**src/rtl/ifetch_tlb_pkg.sv**
```systemverilog
package ifetch_tlb_pkg;
    localparam int ADDR_W   = 32;
    localparam int ASID_W   = 8;
    localparam int FLAG_W   = 9;
    localparam int PAGE_LSB = 10;
    localparam int VPN_W    = ADDR_W - PAGE_LSB;
    localparam int ENTRIES  = 4;
    localparam int IDX_W    = $clog2(ENTRIES);
    localparam int LRU_W    = ENTRIES * (ENTRIES - 1) / 2;
    localparam int SLOT_LSB = 7;

    localparam int FB_VALID = 8;
    localparam int FB_SZ_HI = 7;
    localparam int FB_SZ_LO = 4;
    localparam int FB_SHARE = 1;

    localparam logic [FLAG_W-1:0] KEEP_FLAGS = 9'h1DA;
    localparam logic [ADDR_W-1:0] PPN_KEEP   = 32'h1FFF_FC00;
    localparam logic [ADDR_W-1:0] HIGH_AREA  = 32'h1C00_0000;
    localparam logic [ADDR_W-1:0] HIGH_SET   = 32'hE000_0000;

    // Per-slot recency keep masks and set patterns, and victim test masks
    localparam logic [LRU_W-1:0] KEEP0 = 6'h07, SET0 = 6'h00;
    localparam logic [LRU_W-1:0] KEEP1 = 6'h19, SET1 = 6'h20;
    localparam logic [LRU_W-1:0] KEEP2 = 6'h3E, SET2 = 6'h14;
    localparam logic [LRU_W-1:0] KEEP3 = 6'h3F, SET3 = 6'h0B;
    localparam logic [LRU_W-1:0] VTEST0 = 6'h38, VWANT0 = 6'h38;
    localparam logic [LRU_W-1:0] VTEST1 = 6'h26, VWANT1 = 6'h06;
    localparam logic [LRU_W-1:0] VTEST2 = 6'h15, VWANT2 = 6'h01;

    typedef struct packed {
        logic [VPN_W-1:0]  vpn;
        logic [ASID_W-1:0] asid;
        logic [ADDR_W-1:0] ppn;
        logic [FLAG_W-1:0] flags;
    } tlb_entry_t;

    typedef enum logic [1:0] {
        RES_HIT   = 2'd0,
        RES_MISS  = 2'd1,
        RES_MULTI = 2'd2
    } res_kind_e;

    typedef enum logic {
        ST_IDLE = 1'b0,
        ST_FILL = 1'b1
    } fill_state_e;

    function automatic logic [VPN_W-1:0] size_mask(input logic [FLAG_W-1:0] f);
        case ({f[FB_SZ_HI], f[FB_SZ_LO]})
            2'b00:   size_mask = {VPN_W{1'b1}};
            2'b01:   size_mask = {VPN_W{1'b1}} << 2;
            2'b10:   size_mask = {VPN_W{1'b1}} << 6;
            default: size_mask = {VPN_W{1'b1}} << 10;
        endcase
    endfunction

    function automatic logic [ADDR_W-1:0] phys_addr(input logic [ADDR_W-1:0] ppn,
                                                    input logic [FLAG_W-1:0] f,
                                                    input logic [ADDR_W-1:0] va);
        logic [ADDR_W-1:0] m;
        m = {size_mask(f), {PAGE_LSB{1'b0}}};
        phys_addr = (ppn & m) | (va & ~m);
    endfunction

    function automatic logic [ADDR_W-1:0] fix_ppn(input logic [ADDR_W-1:0] wd);
        logic [ADDR_W-1:0] p;
        p = wd & PPN_KEEP;
        fix_ppn = (p >= HIGH_AREA) ? (p | HIGH_SET) : p;
    endfunction

    function automatic logic [LRU_W-1:0] lru_touch(input logic [LRU_W-1:0] l,
                                                   input logic [IDX_W-1:0] idx);
        case (idx)
            2'd0:    lru_touch = (l & KEEP0) | SET0;
            2'd1:    lru_touch = (l & KEEP1) | SET1;
            2'd2:    lru_touch = (l & KEEP2) | SET2;
            default: lru_touch = (l & KEEP3) | SET3;
        endcase
    endfunction

    function automatic logic [IDX_W-1:0] lru_victim(input logic [LRU_W-1:0] l);
        if ((l & VTEST0) == VWANT0)      lru_victim = 2'd0;
        else if ((l & VTEST1) == VWANT1) lru_victim = 2'd1;
        else if ((l & VTEST2) == VWANT2) lru_victim = 2'd2;
        else                             lru_victim = 2'd3;
    endfunction
endpackage

```
**src/rtl/ifetch_tlb_match.sv**
```systemverilog
module ifetch_tlb_match
    import ifetch_tlb_pkg::*;
(
    input  tlb_entry_t          ent [ENTRIES],
    input  logic [VPN_W-1:0]    va_vpn,
    input  logic [ASID_W-1:0]   asid,
    input  logic                asid_en,
    output logic [ENTRIES-1:0]  hit_vec,
    output logic [IDX_W-1:0]    hit_idx,
    output logic                any_hit,
    output logic                multi_hit
);
    for (genvar i = 0; i < ENTRIES; i++) begin : g_cmp
        logic vpn_eq;
        logic tag_ok;
        assign vpn_eq = ((ent[i].vpn ^ va_vpn) & size_mask(ent[i].flags)) == '0;
        assign tag_ok = !asid_en || ent[i].flags[FB_SHARE] || (ent[i].asid == asid);
        assign hit_vec[i] = ent[i].flags[FB_VALID] && vpn_eq && tag_ok;
    end

    always_comb begin
        hit_idx = '0;
        for (int i = 0; i < ENTRIES; i++) begin
            if (hit_vec[i]) hit_idx = IDX_W'(i);
        end
    end

    assign any_hit   = |hit_vec;
    assign multi_hit = $countones(hit_vec) > 1;
endmodule

```
**src/rtl/ifetch_tlb_lru.sv**
```systemverilog
module ifetch_tlb_lru
    import ifetch_tlb_pkg::*;
(
    input  logic             clk,
    input  logic             rst,
    input  logic             touch_en,
    input  logic [IDX_W-1:0] touch_idx,
    input  logic             sw_we,
    input  logic [LRU_W-1:0] sw_data,
    output logic [LRU_W-1:0] lru_q,
    output logic [IDX_W-1:0] victim
);
    always_ff @(posedge clk) begin
        if (rst)           lru_q <= '0;
        else if (sw_we)    lru_q <= sw_data;
        else if (touch_en) lru_q <= lru_touch(lru_q, touch_idx);
    end

    assign victim = lru_victim(lru_q);

    AST_TOUCH_SLOT0: assert property (@(posedge clk) disable iff (rst)
        touch_en && !sw_we && touch_idx == 2'd0 |=> lru_q[5:3] == 3'b000);
    AST_TOUCH_SLOT3: assert property (@(posedge clk) disable iff (rst)
        touch_en && !sw_we && touch_idx == 2'd3 |=> lru_q[0] && lru_q[1] && lru_q[3]);
    AST_SW_WINS: assert property (@(posedge clk) disable iff (rst)
        sw_we |=> lru_q == $past(sw_data));
endmodule

```
**src/rtl/ifetch_tlb_store.sv**
```systemverilog
module ifetch_tlb_store
    import ifetch_tlb_pkg::*;
(
    input  logic              clk,
    input  logic              rst,
    input  logic              install_en,
    input  logic [IDX_W-1:0]  install_idx,
    input  tlb_entry_t        install_ent,
    input  logic              arr_we,
    input  logic              arr_sel,
    input  logic [IDX_W-1:0]  arr_idx,
    input  logic [ADDR_W-1:0] arr_wdata,
    output logic [ADDR_W-1:0] arr_rdata,
    output tlb_entry_t        ent_q [ENTRIES]
);
    always_ff @(posedge clk) begin
        if (rst) begin
            for (int i = 0; i < ENTRIES; i++) ent_q[i] <= '0;
        end else begin
            if (arr_we) begin
                if (arr_sel) begin
                    ent_q[arr_idx].ppn   <= fix_ppn(arr_wdata);
                    ent_q[arr_idx].flags <= arr_wdata[FLAG_W-1:0] & KEEP_FLAGS;
                end else begin
                    ent_q[arr_idx].vpn             <= arr_wdata[ADDR_W-1:PAGE_LSB];
                    ent_q[arr_idx].asid            <= arr_wdata[ASID_W-1:0];
                    ent_q[arr_idx].flags[FB_VALID] <= arr_wdata[FB_VALID];
                end
            end
            if (install_en) ent_q[install_idx] <= install_ent;
        end
    end

    always_comb begin
        if (arr_sel)
            arr_rdata = (ent_q[arr_idx].ppn & PPN_KEEP) | ADDR_W'(ent_q[arr_idx].flags);
        else
            arr_rdata = {ent_q[arr_idx].vpn, {PAGE_LSB{1'b0}}}
                      | (ADDR_W'(ent_q[arr_idx].flags[FB_VALID]) << FB_VALID)
                      | ADDR_W'(ent_q[arr_idx].asid);
    end

    AST_HIGH_PPN: assert property (@(posedge clk) disable iff (rst)
        arr_we && arr_sel && !(install_en && install_idx == arr_idx)
        && ((arr_wdata & PPN_KEEP) >= HIGH_AREA)
        |=> ent_q[$past(arr_idx)].ppn[31:29] == 3'b111);
    AST_DATA_FLAGS: assert property (@(posedge clk) disable iff (rst)
        arr_we && arr_sel && !(install_en && install_idx == arr_idx)
        |=> (ent_q[$past(arr_idx)].flags & ~KEEP_FLAGS) == '0);
endmodule

```
**src/rtl/ifetch_tlb.sv**
```systemverilog
module ifetch_tlb
    import ifetch_tlb_pkg::*;
(
    input  logic              clk,
    input  logic              rst,
    input  logic              lk_req,
    input  logic [ADDR_W-1:0] lk_va,
    input  logic [ASID_W-1:0] lk_asid,
    input  logic              lk_asid_en,
    output logic              lk_busy,
    output logic              res_valid,
    output logic [1:0]        res_kind,
    output logic [IDX_W-1:0]  res_idx,
    output logic [ADDR_W-1:0] res_pa,
    output logic              ref_req,
    output logic [ADDR_W-1:0] ref_va,
    output logic [ASID_W-1:0] ref_asid,
    output logic              ref_asid_en,
    input  logic              ref_rsp,
    input  logic [1:0]        ref_status,
    input  logic [VPN_W-1:0]  ref_vpn,
    input  logic [ASID_W-1:0] ref_ent_asid,
    input  logic [ADDR_W-1:0] ref_ppn,
    input  logic [FLAG_W-1:0] ref_flags,
    input  logic              arr_we,
    input  logic              arr_sel,
    input  logic [ADDR_W-1:0] arr_addr,
    input  logic [ADDR_W-1:0] arr_wdata,
    output logic [ADDR_W-1:0] arr_rdata,
    input  logic              lru_we,
    input  logic [LRU_W-1:0]  lru_wdata,
    output logic [LRU_W-1:0]  lru_q
);
    fill_state_e       state_q;
    logic [ADDR_W-1:0] pend_va_q;
    logic [ASID_W-1:0] pend_asid_q;
    logic              pend_en_q;
    logic              res_valid_q;
    res_kind_e         res_kind_q;
    logic [IDX_W-1:0]  res_idx_q;
    logic [ADDR_W-1:0] res_pa_q;

    tlb_entry_t          ent [ENTRIES];
    tlb_entry_t          fill_ent;
    logic [ENTRIES-1:0]  hit_vec;
    logic [IDX_W-1:0]    hit_idx;
    logic                any_hit, multi_hit;
    logic [IDX_W-1:0]    victim;
    logic                accept, install_en, touch_en;
    logic [IDX_W-1:0]    touch_idx;
    res_kind_e           rsp_kind;
    logic                unused_arr_bits;

    assign unused_arr_bits = ^{arr_addr[ADDR_W-1:SLOT_LSB+IDX_W], arr_addr[SLOT_LSB-1:0]};

    assign accept     = lk_req && (state_q == ST_IDLE);
    assign rsp_kind   = (ref_status == 2'd0) ? RES_HIT :
                        (ref_status == 2'd2) ? RES_MULTI : RES_MISS;
    assign install_en = (state_q == ST_FILL) && ref_rsp && (rsp_kind == RES_HIT);
    assign touch_en   = (accept && any_hit && !multi_hit) || install_en;
    assign touch_idx  = install_en ? victim : hit_idx;

    always_comb begin
        fill_ent.vpn   = ref_vpn;
        fill_ent.asid  = ref_ent_asid;
        fill_ent.ppn   = ref_ppn;
        fill_ent.flags = ref_flags & KEEP_FLAGS;
    end

    ifetch_tlb_match u_match (
        .ent(ent), .va_vpn(lk_va[ADDR_W-1:PAGE_LSB]), .asid(lk_asid), .asid_en(lk_asid_en),
        .hit_vec(hit_vec), .hit_idx(hit_idx), .any_hit(any_hit), .multi_hit(multi_hit)
    );

    ifetch_tlb_lru u_lru (
        .clk(clk), .rst(rst), .touch_en(touch_en), .touch_idx(touch_idx),
        .sw_we(lru_we), .sw_data(lru_wdata), .lru_q(lru_q), .victim(victim)
    );

    ifetch_tlb_store u_store (
        .clk(clk), .rst(rst), .install_en(install_en), .install_idx(victim),
        .install_ent(fill_ent), .arr_we(arr_we), .arr_sel(arr_sel),
        .arr_idx(arr_addr[SLOT_LSB +: IDX_W]), .arr_wdata(arr_wdata),
        .arr_rdata(arr_rdata), .ent_q(ent)
    );

    always_ff @(posedge clk) begin
        if (rst) begin
            state_q     <= ST_IDLE;
            pend_va_q   <= '0;
            pend_asid_q <= '0;
            pend_en_q   <= 1'b0;
            res_valid_q <= 1'b0;
            res_kind_q  <= RES_HIT;
            res_idx_q   <= '0;
            res_pa_q    <= '0;
        end else begin
            res_valid_q <= 1'b0;
            if (accept) begin
                if (multi_hit) begin
                    res_valid_q <= 1'b1;
                    res_kind_q  <= RES_MULTI;
                end else if (any_hit) begin
                    res_valid_q <= 1'b1;
                    res_kind_q  <= RES_HIT;
                    res_idx_q   <= hit_idx;
                    res_pa_q    <= phys_addr(ent[hit_idx].ppn, ent[hit_idx].flags, lk_va);
                end else begin
                    state_q     <= ST_FILL;
                    pend_va_q   <= lk_va;
                    pend_asid_q <= lk_asid;
                    pend_en_q   <= lk_asid_en;
                end
            end else if (state_q == ST_FILL && ref_rsp) begin
                state_q     <= ST_IDLE;
                res_valid_q <= 1'b1;
                res_kind_q  <= rsp_kind;
                res_idx_q   <= victim;
                res_pa_q    <= phys_addr(ref_ppn, fill_ent.flags, pend_va_q);
            end
        end
    end

    assign lk_busy     = (state_q == ST_FILL);
    assign ref_req     = (state_q == ST_FILL);
    assign ref_va      = pend_va_q;
    assign ref_asid    = pend_asid_q;
    assign ref_asid_en = pend_en_q;
    assign res_valid   = res_valid_q;
    assign res_kind    = res_kind_q;
    assign res_idx     = res_idx_q;
    assign res_pa      = res_pa_q;

    AST_FILL_LATENCY: assert property (@(posedge clk) disable iff (rst)
        ref_req && ref_rsp |=> res_valid && !lk_busy);
    AST_REQ_HELD: assert property (@(posedge clk) disable iff (rst)
        ref_req && !ref_rsp |=> ref_req && $stable(ref_va) && $stable(ref_asid));
    AST_HIT_VALID: assert property (@(posedge clk) disable iff (rst)
        res_valid && res_kind == 2'd0 |-> ent[res_idx].flags[FB_VALID]);
    AST_BUSY_QUIET: assert property (@(posedge clk) disable iff (rst)
        lk_busy && !ref_rsp |=> !res_valid);
endmodule

```
**config.mk**
```make
export PLATFORM = sky130hd
export DESIGN_NAME = ifetch_tlb
export DESIGN_NICKNAME = d
export VERILOG_FILES = /design/src/rtl/ifetch_tlb_pkg.sv /design/src/rtl/ifetch_tlb_match.sv /design/src/rtl/ifetch_tlb_lru.sv /design/src/rtl/ifetch_tlb_store.sv /design/src/rtl/ifetch_tlb.sv
export SDC_FILE = /design/constraint.sdc
export NUM_CORES = 1
export LEC_CHECK = 0
export CAP_MARGIN = 10
export CORE_MARGIN = 1
export CORE_UTILIZATION = 51
export CTS_BUF_LIST = sky130_fd_sc_hd__clkbuf_4
export CTS_CLUSTER_SIZE = 28
export DETAILED_ROUTE_END_ITERATION = 8
export MAX_ROUTING_LAYER = met4
export PLACE_DENSITY = 0.8
export SLEW_MARGIN = 20
export SYNTH_ARGS = -nofsm -noshare
export SYNTH_HDL_FRONTEND = slang
export SYNTH_HIERARCHICAL = 1
export SYNTH_SLANG_ARGS = --single-unit
```
**constraint.sdc**
```tcl
create_clock -name clk -period 3.7 [get_ports clk]
set_input_delay 0.74 -clock clk [delete_from_list [all_inputs] [get_ports clk]]
set_output_delay 0.74 -clock clk [all_outputs]
set_load 0.02 [all_outputs]
```
==> metrics.md, run 1 <==
| Metric | Value |
|---|---|
| First-pass GRT wire length | about 110000 um |
| Commonest non-fill, non-tap cell in the layout | nand2_1 |
| Tightest Hold Check Type | reg -> reg |
| Warnings from Yosys | 6 |
| Post-CTS sizing | 0 |
| Peak per-stage delay on the critical path | around 0.56 ns |
| Max Fclk | ~0.27 GHz |
| Post-CTS Setup Bufs | 0 |
| Crit path capture type | flip-flop |
| PwrDens | about 360 nW/um^2 |
| Vias | 19306 |
| Global placer's final weighted congestion | 1.051 |
| Mapped cell area | 18220 um^2 |
| I/O Pins | 309 |
| Via density | around 6.5 |
| Switch share | 29.83% |
| R2R Path Start | u_store/ent_q[278] |
| CP Cell Sequence | clkdlybuf4s50_1 > buf_4 > xnor2_1 > nand4_1 > o32ai_2 > nand4_2 > fa_1 > o21ai_4 > and4bb_2 > buf_4 > a21o_2 > buf_4 > o21ai_0 > a211oi_1 |
| Worst Hold End | ref_asid[3] |
| Commonest non-fill, non-tap cells in the layout | 603 x nand2_1, 329 x dfxtp_1, 269 x nor2_1, 258 x clkdlybuf4s50_1, 254 x a311oi_1 |
| GRT Util Overall | 40.29% |
| Clk Latency, worst-skew pair | slightly above 0.8 ns |
| Port Buffers | 263 |
| DP Wirelength | approximately 51000 um |
| Layout cells sized above 1 | about 17% |
| Setup Skew | about 0.08 ns |
| CTS tree | done |
| DIE AREA | around 36000 um^2 |
| Core footprint | 34880 um^2 |
| Worst Path Required | 4.34 ns |
| Area growth syn-to-layout | 26.46% |
| Sequential share of power | 44.9% |
| Switch Pwr | 2.507 mW |
| Syn Area/Cell | between 8 and 9 um^2 |
| Clock Tree Buf Depth | 3 |
| Placed Cells | 2817 |
| Cts bufs inserted | 87 |
| Worst path bufs/invs | 4 |
| FF-to-FF setup slack | ~0.24 ns |
| DRC Markers | 0 |
| Initial antenna violation count | 2 |
| Clk pwr share | 38.7% |
| Max FO, Critical Path | 5 |
| RSZ-0062 raised after global routing | no |
| Hold depth | 2 |
| Final Critical Period | approximately 3.6 ns |
| Largest net degree at the start of global routing | roughly 140 |
| DRT Wirelength | 72540 um |
| Fillers | 2798 |
| Leakage | 7.989 nW |
| Post-Layout Cell Count | 2974 |
| WP depth | 14 |
| Data arrival, critical path | 4.28 ns |
| # setup viols final | 0 |
| Worst path slowest cell | clkdlybuf4s50_1 |
| Cell family with the largest share of critical-path delay | buffers and inverters |
| ANT nets after route | 0 |
| H-tree lvl count | 3 |
| Initial DRC count | 2795 |
| Initial Util | a little over half |
| Top cell by count, worst path | buf_4 |
| GRT overflow | 0 |
| Status | finished, final reports clean |
| Final Cycle Share | 98.57% |
| Post-synthesis cell count | approximately 2200 |
| Slew of the pin with the lowest slew margin | 0.9789 ns |
| Die Ht | ~190 um |
| Root Driver | clkbuf_4 |
| Layout Nets | 2644 |
| Hold WS | 0.4593 ns |
| Vias in the first global route | 18442 |
| Hold buffers post-CTS | 0 |
| Reg clk slew, reported paths | approximately 0.070 ns |
| Hold Vio Cnt, Final | 0 |
| CTS Sinks | roughly 330 |
| Max IR drop VDD | 0.0002537 V |
| Die width | around 190 um |
| Avg WL per Cell | 24.39 um |
| Area occupied by multi-input gates | roughly 11000 um^2 |
| Pins over their slew limit | 0 |
| Relative slew slack | about a third |
| Hold Path Origin | ref_asid[3] |
| Combinational fraction of design power | 16.4% |
| Type of origin of the critical path | input port |
| WS Path Type | in -> reg |
| Register Area | about 6600 um^2 |
| First-pass iteration count of the detailed router | 6 |
| Max cap viols | 0 |
| Reg2Reg Capture Point | res_pa[15] |
| Int Power | 5.899 mW |
| FP Rows | 68 |
| R2R depth | 13 |
power groups by stage:
stage          Combinational [mW]  Sequential (mW)  Clock, mW
6_report                     1.38             3.77       3.25
5_1_grt                      1.44             3.78       3.46
4_1_cts                      1.34             3.77       3.27
3_5_place_dp                 1.34             3.85          0
3_3_place_gp                 1.32             3.84          0
2_1_floorplan               0.618             3.88          0
sequential cells by signal (all words and copies together), names as in the netlist:
register and cells:
res_idx 2, ref_asid_en 1, ref_va 32, u_store/ent_q 244
res_pa 32, res_valid 1, u_lru/lru_q 6, res_kind 2
ref_asid 8, lk_busy 1
how the worst max path moves through the flow:
stage	startpoint	to	slack [ns]
3_5_place_dp	lk_va[16]	res_pa[8]	-0.81
6_report	lk_va[18]	res_pa[15]	0.05
4_1_cts	lk_va[16]	res_pa[8]	0.02
2_1_floorplan	lk_va[12]	u_lru/lru_q[5]	0.12
3_3_place_gp	lk_va[16]	u_lru/lru_q[5]	-0.76
5_1_grt	lk_va[18]	res_pa[3]	0.002
worst min-delay path: stages, from the launching register on:
cell and delay [ns]:
dfxtp_1 0.31, nand2_1 0.05, a21oi_1 0.05
cell type report:
| cell class | count | area share (%) |
|---|---|---|
| diodes | 2 | 0.02172 |
| clock inverters | 30 | 0.6734 |
| multi-input cells | 1623 | 46.02 |
| clock buffers | 125 | 4.073 |
| flip-flops and latches | 329 | 28.59 |
| repair buffers | 402 | 18.02 |
| well taps | 455 | 2.471 |
| inverters | 8 | 0.1303 |
per-layer routing:
layer	GRT usage [%]	vias up	wire length (um)
met2	60.65	1594	31900
li1	-	8330	-
met3	9.143	280	10350
met1	49.60	9102	26010
met5	-	-	0
met4	22.95	0	4283
stage by stage:
stage	power [mW]	instance area, um^2	utilization, %	setup WS, ns	TNS, ns
floorplan	4.494	18260	-	0.1171	0
global placement	5.160	21910	62.80	-0.7623	-46.79
detailed placement	5.185	21910	62.80	-0.8051	-50.79
CTS	8.387	23000	65.93	0.01679	0
global route	8.679	23040	66.05	0.001957	0
finish	8.407	23040	66.05	0.05302	0
Power figures use the tool's default switching activity.
==> run 2: changes to the inputs <==
--- a/config.mk
+++ b/config.mk
@@ -13,6 +13,7 @@
 export DETAILED_ROUTE_END_ITERATION = 8
 export MAX_ROUTING_LAYER = met4
 export PLACE_DENSITY = 0.8
+export SKIP_CTS_REPAIR_TIMING = 1
 export SLEW_MARGIN = 20
 export SYNTH_ARGS = -nofsm -noshare
 export SYNTH_HDL_FRONTEND = slang
==> results of run 2 <==
The final DEF is identical to that of run 1; final timing and power are the same.
